==> config.mk <==
export PLATFORM = sky130hd
export DESIGN_NAME = note_parser
export DESIGN_NICKNAME = d
export VERILOG_FILES = /design/src/rtl/note_parser_pkg.sv /design/src/rtl/note_byte_classify.sv /design/src/rtl/note_parse_fsm.sv /design/src/rtl/note_out_reg.sv /design/src/rtl/note_parser.sv
export SDC_FILE = /design/constraint.sdc
export NUM_CORES = 1
export LEC_CHECK = 0
export BUFFER_PORTS_ARGS = -buffer_cell sky130_fd_sc_hd__clkbuf_2
export CORE_UTILIZATION = 50
export DETAILED_ROUTE_END_ITERATION = 8
export PLACE_DENSITY = 0.78
export SYNTH_ARGS = -nofsm -noshare
export SYNTH_HDL_FRONTEND = slang
export SYNTH_SLANG_ARGS = --single-unit
==> constraint.sdc <==
create_clock -name clk -period 1.8 [get_ports clk]
set_input_delay 0.27 -clock clk [delete_from_list [all_inputs] [get_ports clk]]
set_output_delay 0.27 -clock clk [all_outputs]
set_load 0.1 [all_outputs]
==> src/rtl/note_parser_pkg.sv <==
package note_parser_pkg;

   localparam int unsigned NUM_ST = 4;

   // Bit positions in the one-hot state vector
   localparam int unsigned IX_IDLE = 0;  // after reset, waiting for a note status
   localparam int unsigned IX_DISC = 1;  // dropping data of a foreign message
   localparam int unsigned IX_KEY  = 2;  // expecting the key byte
   localparam int unsigned IX_VEL  = 3;  // expecting the velocity byte

   typedef struct packed {
      logic is_rt;      // real-time byte, transparent to parsing
      logic is_on_st;   // note-on status, any channel
      logic is_off_st;  // note-off status, any channel
      logic is_oth_st;  // any other status byte
      logic is_data;    // bit 7 clear
   } byte_class_t;

endpackage

==> src/rtl/note_byte_classify.sv <==
module note_byte_classify
   import note_parser_pkg::*;
#(
   parameter int unsigned DATA_W = 8
) (
   input  logic [DATA_W-1:0] byte_i,
   output byte_class_t       cls_o
);
   localparam int unsigned NIB = 4;

   logic            status_w;
   logic [NIB-1:0]  hi_nib;
   logic            rt_w;

   assign status_w = byte_i[DATA_W-1];
   assign hi_nib   = byte_i[DATA_W-1 -: NIB];
   assign rt_w     = (byte_i[DATA_W-1 -: 5] == 5'b11111);

   always_comb begin
      cls_o           = '0;
      cls_o.is_data   = !status_w;
      cls_o.is_rt     = status_w && rt_w;
      cls_o.is_on_st  = status_w && (hi_nib == 4'h9);
      cls_o.is_off_st = status_w && (hi_nib == 4'h8);
      cls_o.is_oth_st = status_w && !rt_w && (hi_nib != 4'h9) && (hi_nib != 4'h8);
   end
endmodule

==> src/rtl/note_parse_fsm.sv <==
module note_parse_fsm
   import note_parser_pkg::*;
#(
   parameter int unsigned N_ST = NUM_ST
) (
   input  logic            clk,
   input  logic            rst_n,
   input  logic            valid_i,
   input  byte_class_t     cls_i,
   input  logic            zero_vel_i,
   output logic [N_ST-1:0] state_o,
   output logic            capt_key_o,
   output logic            fire_on_o,
   output logic            fire_off_o
);
   logic [N_ST-1:0] st_q;
   logic [N_ST-1:0] st_d;
   logic            run_on_q;
   logic            data_stb;

   assign data_stb = valid_i && cls_i.is_data;

   always_comb begin
      st_d = st_q;
      if (valid_i && !cls_i.is_rt) begin
         if (cls_i.is_on_st || cls_i.is_off_st) begin
            st_d         = '0;
            st_d[IX_KEY] = 1'b1;
         end else if (cls_i.is_oth_st) begin
            st_d          = '0;
            st_d[IX_DISC] = 1'b1;
         end else if (st_q[IX_KEY]) begin
            st_d         = '0;
            st_d[IX_VEL] = 1'b1;
         end else if (st_q[IX_VEL]) begin
            st_d         = '0;
            st_d[IX_KEY] = 1'b1;  // running status: next pair reuses the type
         end
      end
   end

   // One flop per state bit; only the idle bit resets to one
   for (genvar i = 0; i < N_ST; i++) begin : g_st
      always_ff @(posedge clk) begin
         if (!rst_n) st_q[i] <= (i == IX_IDLE);
         else        st_q[i] <= st_d[i];
      end
   end

   always_ff @(posedge clk) begin
      if (!rst_n)                          run_on_q <= 1'b0;
      else if (valid_i && cls_i.is_on_st)  run_on_q <= 1'b1;
      else if (valid_i && cls_i.is_off_st) run_on_q <= 1'b0;
   end

   assign state_o    = st_q;
   assign capt_key_o = data_stb && st_q[IX_KEY];
   assign fire_on_o  = data_stb && st_q[IX_VEL] && run_on_q && !zero_vel_i;
   assign fire_off_o = data_stb && st_q[IX_VEL] && (!run_on_q || zero_vel_i);
endmodule

==> src/rtl/note_out_reg.sv <==
module note_out_reg #(
   parameter int unsigned VAL_W = 7
) (
   input  logic             clk,
   input  logic             rst_n,
   input  logic [VAL_W-1:0] data_i,
   input  logic             capt_key_i,
   input  logic             fire_on_i,
   input  logic             fire_off_i,
   output logic             on_o,
   output logic             off_o,
   output logic [VAL_W-1:0] key_o,
   output logic [VAL_W-1:0] vel_o
);
   logic [VAL_W-1:0] pend_key_q;

   always_ff @(posedge clk) begin
      if (!rst_n) begin
         pend_key_q <= '0;
         key_o      <= '0;
         vel_o      <= '0;
         on_o       <= 1'b0;
         off_o      <= 1'b0;
      end else begin
         on_o  <= fire_on_i;
         off_o <= fire_off_i;
         if (capt_key_i) pend_key_q <= data_i;
         if (fire_on_i || fire_off_i) begin
            key_o <= pend_key_q;
            vel_o <= data_i;
         end
      end
   end
endmodule

==> src/rtl/note_parser.sv <==
module note_parser
   import note_parser_pkg::*;
#(
   parameter int unsigned DATA_W = 8,
   localparam int unsigned VAL_W = DATA_W - 1
) (
   input  logic             clk,
   input  logic             rst_n,
   input  logic [DATA_W-1:0] rx_data,
   input  logic             rx_valid,
   output logic             note_on,
   output logic             note_off,
   output logic [VAL_W-1:0] key_out,
   output logic [VAL_W-1:0] vel_out
);
   if (DATA_W != 8) begin : g_bad_width
      $error("note_parser: DATA_W must be 8");
   end

   byte_class_t       cls;
   logic [NUM_ST-1:0] fsm_state;
   logic              capt_key;
   logic              fire_on;
   logic              fire_off;
   logic              zero_vel;

   assign zero_vel = (rx_data[VAL_W-1:0] == '0);

   note_byte_classify #(.DATA_W(DATA_W)) u_cls (
      .byte_i (rx_data),
      .cls_o  (cls)
   );

   note_parse_fsm #(.N_ST(NUM_ST)) u_fsm (
      .clk        (clk),
      .rst_n      (rst_n),
      .valid_i    (rx_valid),
      .cls_i      (cls),
      .zero_vel_i (zero_vel),
      .state_o    (fsm_state),
      .capt_key_o (capt_key),
      .fire_on_o  (fire_on),
      .fire_off_o (fire_off)
   );

   note_out_reg #(.VAL_W(VAL_W)) u_out (
      .clk        (clk),
      .rst_n      (rst_n),
      .data_i     (rx_data[VAL_W-1:0]),
      .capt_key_i (capt_key),
      .fire_on_i  (fire_on),
      .fire_off_i (fire_off),
      .on_o       (note_on),
      .off_o      (note_off),
      .key_o      (key_out),
      .vel_o      (vel_out)
   );
endmodule

Word level (Yosys, flattened, before mapping). Cells that the tools add are included. Widths: inputs -> output; s select.

Register bits: 26. Input bits: 11. Word-level logic and storage cells: 44.

Equality and inequality tests: 5. Muxes and demuxes: 6. Reduce and logical (&&, ||, !) cells: 25.

Operators by type and width (count): $logic_and 1x1->1 (15); $mux 4 (3); $eq 4x4->1 const B (2); $ne 4x4->1 const B (2); $logic_not 7->1 (1); $eq 5x5->1 const B (1); $logic_not 1->1 (5); $logic_or 1x1->1 (3); $mux 3 (1); $mux 1 (2); $reduce_bool 2->1 (1).

Depth between registers and ports, before layout. Gate-level depths: netlist of the first run.

Depth in word-level cells: 7. Mapped depth: 5. Depth with buffers taken out: 3.

Hierarchy. A second synthesis of the first run with hierarchy kept.

Cell total of the unflattened synthesis: 128. Area total of the unflattened synthesis: 1227.4 µm².

By module, submodules not included: note_out_reg (times used 1, cells an instance 90, area each 905.9 µm²); note_parse_fsm (times used 1, cells an instance 28, area each 254.0 µm²); note_byte_classify (times used 1, cells an instance 8, area each 47.5 µm²); note_parser (times used 1, cells an instance 2, area each 20.0 µm²).

Worst setup path before layout of the first run. No wires, ideal clock.

Kind: reg2reg. Start point: register, netlist name u_out.vel_o[0]. End point: register u_out.vel_o[0]. Library setup time: 0.071 ns. Data arrival time: 1.172 ns. Required time: 1.729 ns. Path slack: 0.557 ns. Cell stages (with the launch flop): 3. Buffers on the path: 0. Clock period less this slack: 1.243 ns. Cell sequence: dfxtp_1 -> nand2_1 -> a21oi_1.

RTL lines: end signal: assignment (RTL line note_out_reg.sv:30) `vel_o <= data_i;`; end: declaration (RTL line note_out_reg.sv:13) `output logic [VAL_W-1:0] vel_o`.

Worst setup path in the final report of the first run.
Start point: register u_out.vel_o[0]. End point: output vel_out[0].

RTL lines: end: declaration (RTL line note_parser.sv:14) `output logic [VAL_W-1:0] vel_out`.

No word-level cell between the ends.

==> qor.csv, run 1 <==
metric,value,unit
hold path cells,3,
Slew HR,55.9,%
"Clk pin slew, worst setup/hold paths",140,ps
Initial Util,55.0,%
CTS root buf,clkbuf_4,
hold wc startpoint,rx_data[2],
worst path cell trace,clkbuf_2,
outcome,"finished, final reports clean",
clock sinks,26,
share of layout cells above drive strength 1,23.0,%
Rows,15,
total congestion overflow,0,
GR Util met1,28.3,%
H-tree depth,1,
DRC viols,0,
cts bufs inserted,3,
Nets,147,
setup TNS,0,ps
top post-synthesis cells by count,"31 x nand2_1, 26 x dfxtp_1, 15 x a21oi_1",
most crowded layer after global routing,met2,
drt pass-1 iters,6,
Post-synth EDFFs,0,
worst r2r dst,u_out.key_o[6]$_SDFFE_PN0P_,
Crit path depth,1,
register area share after synthesis,53.6,%
post-CTS sizing,0,
maximum clock rate,698,MHz
VDD IR max,0.000814,V
hold_buf cts,0,
final WL,1960,um
post-route ant nets,0,
I/O pin cnt,27,
"Max stage delay cell, worst path",clkbuf_2,
RePlAce Congestion,0.807,
"delay-heaviest family, CP",buffers and inverters,
CTS max path bufs,2,
Worst-Skew Late Latency,310,ps
vias,833,
crit path from,u_out.vel_o[0]$_SDFFE_PN0P_,
WS Path Type,flip-flop to output port,
antenna violations before repair,0,
share of flip-flops with an asynchronous set or reset,0,%
max-slew violation count,0,
Worst Reg-to-Reg Cells,3,
Worst Path Required,1530,ps
clk_skew,7.78,ps
reg-to-reg startpoint,u_fsm.state_o[3]$_SDFFE_PN0P_,
first-pass GRT wire length,3180,um
Initial DRC Count,12,
library cells used by synthesis,23,
synthesized area per cell,8.75,sq um
WHS Endpoint,u_out.vel_o[2]$_SDFFE_PN0P_,
Avg WL per Cell,12.3,um
synthesized area,971,sq um
LEAKAGE,0.507,nW
# diodes,0,
setup violators final,0,
Crit Path Max Fanout,2,
Final Util,65.5,%
GR Util met2,34.6,%
Most used DFF post-synth,dfxtp_1,
max incr delay on CP,470,ps
ranking of synthesized cells by area,"dfxtp_1 54%, nand2_1 12%, a21oi_1 7.7%",
R2R setup slack,510,ps
Mapped Nets,122,
CP endpoint kind,output port,
arrival time at the worst endpoint,1160,ps
maxcap violations,0,
routed vias/inst,5.21,
Global Route Usage Sum,21.2,%
number of global-route vias before repair,728,
top-count cell post-synth,nand2_1,
Worst setup SP type,flip-flop,
hold crit path type,input pin to flip-flop,
final worst-path cycle share,79.6,%
RSZ-0062 raised after global routing,no,
share of the synthesized area in the top cell type,53.6,%
Yosys top cell by area,dfxtp_1,
port bufs,26,
minimum clock period,1430,ps
worst path bufs/invs,1,
die area,2120,sq um
Placeable Area,1760,sq um
postcts setup bufs,0,
Layout area overhead,19.1,%
Ys Warns,0,
Pwr Density,878,nW/um^2
final hold vios,0,
Syn Inst Count,111,
Die H,46.1,um
Die W,46.1,um
worst-margin pin slew,660,ps
CTS tree,yes,
GRT met3 Usage,3.53,%
count of state elements after synthesis,26,
largest net degree at the start of global routing,23,
==> metrics by stage <==
step / hold WS (ps) / area, sq um / instances / total power [mW] / setup slack [ps]
floorplan: 406 / 971 / 111 / 0.611 / 557
global placement: 433 / 1100 / 156 / 0.635 / 432
detailed placement: 445 / 1100 / 156 / 0.636 / 412
CTS: 200 / 1160 / 160 / 1.02 / 364
global route: 186 / 1160 / 160 / 1.05 / 291
finish: 204 / 1160 / 160 / 1.01 / 368
==> sequential cells by signal (all words and copies together), names as in the netlist <==
| name | flops |
|---|---|
| u_out.on_o | 1 |
| u_fsm.state_o | 2 |
| u_out.key_o | 7 |
| u_fsm.run_on_q | 1 |
| u_out.pend_key_q | 7 |
| u_out.vel_o | 7 |
| u_out.off_o | 1 |
==> power breakdown <==
group / switching, mW / internal, mW / total (mW)
registers: 0.00175 / 0.578 / 0.580
logic: 0.0292 / 0.0151 / 0.0443
clock network: 0.166 / 0.225 / 0.391
==> placed cells by master (no fill, tap or decap) <==
cell type	n
nor3_1	2
clkbuf_2	26
inv_1	1
or4_1	1
nand3b_1	2
nor2b_1	2
a21oi_1	15
a31oi_1	1
bufinv_16	1
o21ai_0	1
and4_1	1
clkbuf_4	3
and3b_1	1
dfxtp_1	26
a211oi_1	1
a41o_1	1
nand3_1	1
mux2i_1	7
nor3b_1	1
nand2_1	31
nor2_1	8
o41ai_2	1
nand2b_1	1
==> cells by family after synthesis <==
| group | after synthesis | share of synthesized area (%) |
|---|---|---|
| buf+inv | 7 | 3.35 |
| mux | 7 | 7.22 |
| flops | 26 | 53.6 |
| simple gates | 51 | 23.5 |
| compound gates | 20 | 12.4 |
==> per-layer routing <==
metal / wire length, um / share of wire, % / vias to the layer above
met5: 0 / 0 / -
met4: 12 / 0.61 / 0
met3: 72 / 3.7 / 2
met2: 982 / 50 / 27
met1: 897 / 46 / 383
li1: - / - / 421
==> area by class of cell <==
cell class	count	area, sq um
timing repair buffer	26	130
multi-input combinational	78	418
clock inverter	1	30.0
sequential	26	520
tap	25	31.3
clock buffer	3	22.5
fill	170	608
inverter	1	3.75
==> worst max-delay path by stage <==
stage                                       end
finish                               vel_out[0]
global route                         vel_out[0]
CTS                                  vel_out[0]
detailed placement       u_out.off_o$_SDFF_PN0_
global placement         u_out.off_o$_SDFF_PN0_
floorplan           u_out.vel_o[0]$_SDFFE_PN0P_
No activity file was read; power rests on OpenSTA's default activity.
==> run 2: changes to the inputs <==
--- a/config.mk
+++ b/config.mk
@@ -5,10 +5,11 @@
 export SDC_FILE = /design/constraint.sdc
 export NUM_CORES = 1
 export LEC_CHECK = 0
+export ABC_AREA = 1
 export BUFFER_PORTS_ARGS = -buffer_cell sky130_fd_sc_hd__clkbuf_2
-export CORE_UTILIZATION = 50
+export CORE_UTILIZATION = 44
 export DETAILED_ROUTE_END_ITERATION = 8
-export PLACE_DENSITY = 0.78
+export PLACE_DENSITY = 0.73
 export SYNTH_ARGS = -nofsm -noshare
 export SYNTH_HDL_FRONTEND = slang
 export SYNTH_SLANG_ARGS = --single-unit
==> constraint.sdc (replaced) <==
create_clock -name clk -period 1.2 [get_ports clk]
set_input_delay 0.18 -clock clk [delete_from_list [all_inputs] [get_ports clk]]
set_output_delay 0.18 -clock clk [all_outputs]
set_load 0.1 [all_outputs]
==> run 2 against run 1 <==
Flip-flop and latch count stayed put. Register-to-register slack lost 450 ps. Power up 45%. Design area is 23% higher. Die area increased by 14%. Core utilization up 4.9 points. Combinational power grew to 3.3 times the previous value. Sequential power grew 53%. Critical path depth rose by 3. Largest power group unchanged.
==> qor.csv, run 2 <==
metric,value,unit
max-slew violation count,0,
share of layout cells above drive strength 1,33.6,%
synthesized area,980,sq um
number of global-route vias before repair,857,
count of state elements after synthesis,26,
"Clk pin slew, worst setup/hold paths",130,ps
clock sinks,26,
hold crit path type,input pin to flip-flop,
routed vias/inst,5.15,
WS Path Type,flip-flop to flip-flop,
Mapped Nets,136,
I/O pin cnt,27,
LEAKAGE,0.574,nW
worst-margin pin slew,349,ps
share of the synthesized area in the top cell type,53.1,%
Crit Path Max Fanout,25,
antenna violations before repair,0,
Ys Warns,0,
CTS max path bufs,2,
cts bufs inserted,3,
# diodes,0,
Worst setup SP type,flip-flop,
Avg WL per Cell,12.5,um
final worst-path cycle share,94.9,%
minimum clock period,1140,ps
Initial Util,48.5,%
RePlAce Congestion,0.731,
crit path from,u_fsm.state_o[3]$_SDFFE_PN0P_,
register area share after synthesis,53.1,%
total congestion overflow,0,
top-count cell post-synth,dfxtp_1,
reg-to-reg startpoint,u_fsm.state_o[3]$_SDFFE_PN0P_,
Slew HR,76.7,%
Syn Inst Count,125,
post-route ant nets,0,
largest registers,"u_out.key_o x7, u_out.pend_key_q x7, u_out.vel_o x7",
Yosys top cell by area,dfxtp_1,
H-tree depth,1,
synthesized area per cell,7.84,sq um
arrival time at the worst endpoint,1390,ps
final hold vios,0,
clk_skew,1.01,ps
Pwr Density,1030,nW/um^2
hold wc startpoint,rx_data[0],
Worst-Skew Late Latency,320,ps
maximum clock rate,879,MHz
CTS root buf,clkbuf_4,
FF+latch area,538,sq um
RSZ-0062 raised after global routing,no,
library cells used by synthesis,18,
first-pass GRT wire length,3620,um
multi-input logic area,372,sq um
VDD IR max,0.00104,V
setup TNS,0,ps
CP endpoint kind,flip-flop,
largest net degree at the start of global routing,26,
outcome,"finished, final reports clean",
Worst Path Required,1450,ps
top post-synthesis cells by count,"26 x dfxtp_1, 22 x a21oi_1, 17 x nand2_1",
Final Power,1.47,mW
maxcap violations,0,
R2R setup slack,60,ps
DRC viols,0,
die area,2420,sq um
Placeable Area,2020,sq um
hpwl dp,1650,um
setup violators final,0,
Most used DFF post-synth,dfxtp_1,
Global Route Usage Sum,19.4,%
share of flip-flops with an asynchronous set or reset,0,%
Initial DRC Count,17,
most frequent cells in the layout,"22 x a21oi_1, 17 x nand2_1, 16 x buf_12, 14 x dfxtp_2",
ranking of synthesized cells by area,"dfxtp_1 53%, a21oi_1 11%, o21ai_0 6.6%",
Post-synth EDFFs,0,
Die H,49.2,um
Rows,16,
CTS tree,yes,
Layout area overhead,45.3,%
final WL,2240,um
vias,921,
final non-filler cell area,1420,sq um
"most common cell after layout, fill and taps aside",a21oi_1,
Nets,164,
Fill cells,142,
Area after DPL,1390,sq um
Die W,49.2,um
port bufs,26,
drt pass-1 iters,4,
-- run 2: changes by cell type after synthesis, sizes merged, moves of 2 or more --
| cell | delta |
|---|---|
| a21oi | +7 |
| nand3b | -2 |
| clkbuf | -3 |
| o21ai | +17 |
| inv | +14 |
| nand2 | -13 |
| mux2i | -7 |
| nand3 | +6 |
| nor2 | +4 |
| nor2b | -2 |
| buf | +2 |
-- run 2: where the power goes --
part	internal [mW]	switching (mW)
Clock	0.186	0.247
Combinational	0.0490	0.0976
Sequential	0.880	0.00878
-- run 2: what timing repair did --
action	CTS	global route
setup buffers	0	0
endpoints found under the setup margin	2	0
resized for setup	1	0
hold endpoints to repair	0	0
hold buffers	0	0
-- run 2: critical path, stage by stage (launching register included) --
cell and delay [ps]:
dfxtp_1 400, nand3_2 180, inv_4 240, o21ai_0 110, a21oi_1 150
-- run 2: final timing paths --
| kind | end | cells after the start |
|---|---|---|
| worst max register to register | u_out.vel_o[6]$_SDFFE_PN0P_ | 4 |
| worst min register to register | u_out.key_o[1]$_SDFFE_PN0P_ | 2 |
| worst max-delay path | u_out.vel_o[6]$_SDFFE_PN0P_ | 4 |
| worst min-delay path | u_out.vel_o[0]$_SDFFE_PN0P_ | 3 |
-- run 2: logic make-up (layout without fill, tap and decap cells) --
logic type / count (synthesis) / after routing / share of synthesized area (%)
AO/OA/AOI/OAI: 40 / 40 / 20.4
AND/OR/NAND/NOR: 39 / 39 / 17.5
flip-flops: 26 / 26 / 53.1
buffers and inverters: 20 / 47 / 8.94
-- run 2: final cells by class --
class                      count  area share (%)
inverter                      15            4.13
clock buffer                   4            2.55
timing repair buffer          28            27.1
sequential                    26            37.8
multi-input combinational     79            26.1
tap                           27            2.37
-- run 2: metal layers --
| metal | up-vias | share of wire [%] | GRT usage [%] |
|---|---|---|---|
| li1 | 461 | - | - |
| met1 | 422 | 39 | 20.7 |
| met2 | 36 | 54 | 36.3 |
| met3 | 2 | 6.0 | 6.23 |
| met4 | 0 | 0.62 | 4.41 |
| met5 | - | 0 | 0 |
-- run 2: stage by stage --
step                      util (%)  cells  hold WS (ps)  worst slack, ps
after floorplan                  -    125           315              111
after global routing          70.4    179          93.7            0.953
after global placement        68.5    175           430             92.1
after CTS                     70.4    179          89.4             83.9
final                         70.4    179          87.9             61.7
after detailed placement      68.5    175           444             15.4
==> run 3: changes to the inputs <==
--- a/config.mk
+++ b/config.mk
@@ -8,8 +8,10 @@
 export ABC_AREA = 1
 export BUFFER_PORTS_ARGS = -buffer_cell sky130_fd_sc_hd__clkbuf_2
 export CORE_UTILIZATION = 44
+export CTS_CLUSTER_DIAMETER = 50
 export DETAILED_ROUTE_END_ITERATION = 8
 export PLACE_DENSITY = 0.73
+export REMOVE_ABC_BUFFERS = 1
 export SYNTH_ARGS = -nofsm -noshare
 export SYNTH_HDL_FRONTEND = slang
 export SYNTH_SLANG_ARGS = --single-unit
==> run 3 against run 2 <==
Routed wire length down 4.1%. Via count shrank 1.4%. Die area did not move. Design area is essentially flat. Critical endpoint is now vel_out[3]. Highest routed layer unchanged. Clock power up 38%. Largest cell class unchanged.
==> qor.csv, run 3 (synthesized netlist as in run 2, its figures left out) <==
metric,value,unit
outcome,"finished, final reports clean",
final WL,2150,um
R2R setup slack,130,ps
post-route ant nets,0,
total congestion overflow,0,
antenna violations before repair,0,
final worst-path cycle share,94.3,%
Crit path depth,1,
"delay-heaviest family, CP",flip-flops,
Pwr Density,1140,nW/um^2
maxcap violations,0,
largest net degree at the start of global routing,26,
Global Route Usage Sum,19.5,%
Area after DPL,1370,sq um
drt pass-1 iters,4,
LEAKAGE,0.574,nW
Layout area overhead,45.5,%
CTS tree,yes,
port bufs,26,
arrival time at the worst endpoint,950,ps
I/O pin cnt,27,
RePlAce Congestion,0.796,
"Clk pin slew, worst setup/hold paths",130,ps
hold crit path type,input pin to flip-flop,
clock sinks,26,
Final Util,70.5,%
cts bufs inserted,3,
Nets,164,
max incr delay on CP,430,ps
Rows,16,
hold wc startpoint,rx_data[1],
worst path bufs/invs,1,
WS Path Type,flip-flop to output port,
Fill cells,157,
most frequent cells in the layout,"26 x dfxtp_1, 22 x a21oi_1, 17 x nand2_1, 16 x buf_12",
multi-input logic area,372,sq um
CP endpoint kind,output port,
Avg WL per Cell,12.0,um
hold path cells,3,
"Max stage delay cell, worst path",dfxtp_1,
Worst setup SP type,flip-flop,
share of layout cells above drive strength 1,24.3,%
Worst-Skew Late Latency,320,ps
VDD IR max,0.000619,V
Comb pwr share,8.9,%
routed vias/inst,5.07,
Hold WS,95.8,ps
worst r2r dst,u_out.vel_o[6]$_SDFFE_PN0P_,
largest registers,"u_out.key_o x7, u_out.pend_key_q x7, u_out.vel_o x7",
clock network fraction of design power,36.6,%
"most common cell after layout, fill and taps aside",dfxtp_1,
reg-to-reg startpoint,u_fsm.state_o[3]$_SDFFE_PN0P_,
Setup WS post-layout,67.8,ps
Worst Reg-to-Reg Cells,4,
Die W,49.2,um
FF+latch area,520,sq um
max-slew violation count,0,
CTS root buf,clkbuf_4,
clk_skew,0.892,ps
worst-margin pin slew,370,ps
setup violators final,0,
maximum clock rate,883,MHz
hold_buf cts,0,
minimum clock period,1130,ps
RSZ-0062 raised after global routing,no,
worst path cell trace,buf_12,
Sw Ratio,22.2,%
Setup WS pre-CTS,50.3,ps
Crit Path Max Fanout,2,
postcts setup bufs,0,
Placeable Area,2020,sq um
Seq pwr share,54.5,%
CTS max path bufs,2,
# diodes,0,
Internal,1.27,mW
first-pass GRT wire length,3580,um
H-tree depth,1,
hpwl dp,1550,um
die area,2420,sq um
number of global-route vias before repair,811,
sw power,0.362,mW
Worst Path Required,1020,ps
Die H,49.2,um
final hold vios,0,
post-CTS sizing,0,
Slew HR,75.3,%
WHS Endpoint,u_out.vel_o[1]$_SDFFE_PN0P_,
Initial DRC Count,12,
final non-filler cell area,1430,sq um
DRC viols,0,
vias,908,
Initial Util,48.5,%
==> run 3: cell count changes in the layout (fill, tap and decap cells not counted), sizes merged <==
cell / change
bufinv: +1
clkbuf: -1
==> run 3: per-stage QoR <==
step / cells / power, mW / setup TNS, ps
floorplan: 120 / 0.982 / -1100
global placement: 175 / 1.05 / 0
detailed placement: 175 / 1.05 / 0
CTS: 179 / 1.64 / 0
global route: 179 / 1.70 / 0
finish: 179 / 1.63 / 0
==> run 3: power groups by stage <==
stage / combinational, mW / clock (mW) / sequential [mW]
4_1_cts: 0.145 / 0.609 / 0.889
3_3_place_gp: 0.139 / 0 / 0.907
3_5_place_dp: 0.144 / 0 / 0.908
6_report: 0.146 / 0.596 / 0.888
2_1_floorplan: 0.0511 / 0 / 0.931
5_1_grt: 0.160 / 0.647 / 0.890
==> run 3: per-layer routing <==
layer  wire, um  track usage, %  up-vias
met2       1120            33.6       31
met5          0               0        -
met4         47            10.3        0
met3         99            2.80        5
met1        880            23.2      411
li1           -               -      461
==> run 3: final cells by class <==
type                            count  share of cell area [%]
Inverter                           15                    4.30
Timing Repair Buffer               28                    27.0
Clock inverter                      1                    2.11
Clock buffer                        3                    1.58
Tap cell                           27                    2.37
Sequential cell                    26                    36.5
Multi-Input combinational cell     79                    26.1
==> run 3: worst max path at each step <==
stage,start,to,slack [ps]
after floorplan,u_out.key_o[0]$_SDFFE_PN0P_,u_out.key_o[0]$_SDFFE_PN0P_,-120
after global placement,u_fsm.state_o[3]$_SDFFE_PN0P_,u_out.on_o$_SDFF_PN0_,110
after detailed placement,rx_data[7],u_out.on_o$_SDFF_PN0_,50
after CTS,u_fsm.state_o[3]$_SDFFE_PN0P_,u_out.key_o[6]$_SDFFE_PN0P_,30
after global routing,u_fsm.state_o[3]$_SDFFE_PN0P_,u_out.key_o[4]$_SDFFE_PN0P_,6
final,u_out.vel_o[3]$_SDFFE_PN0P_,vel_out[3],70
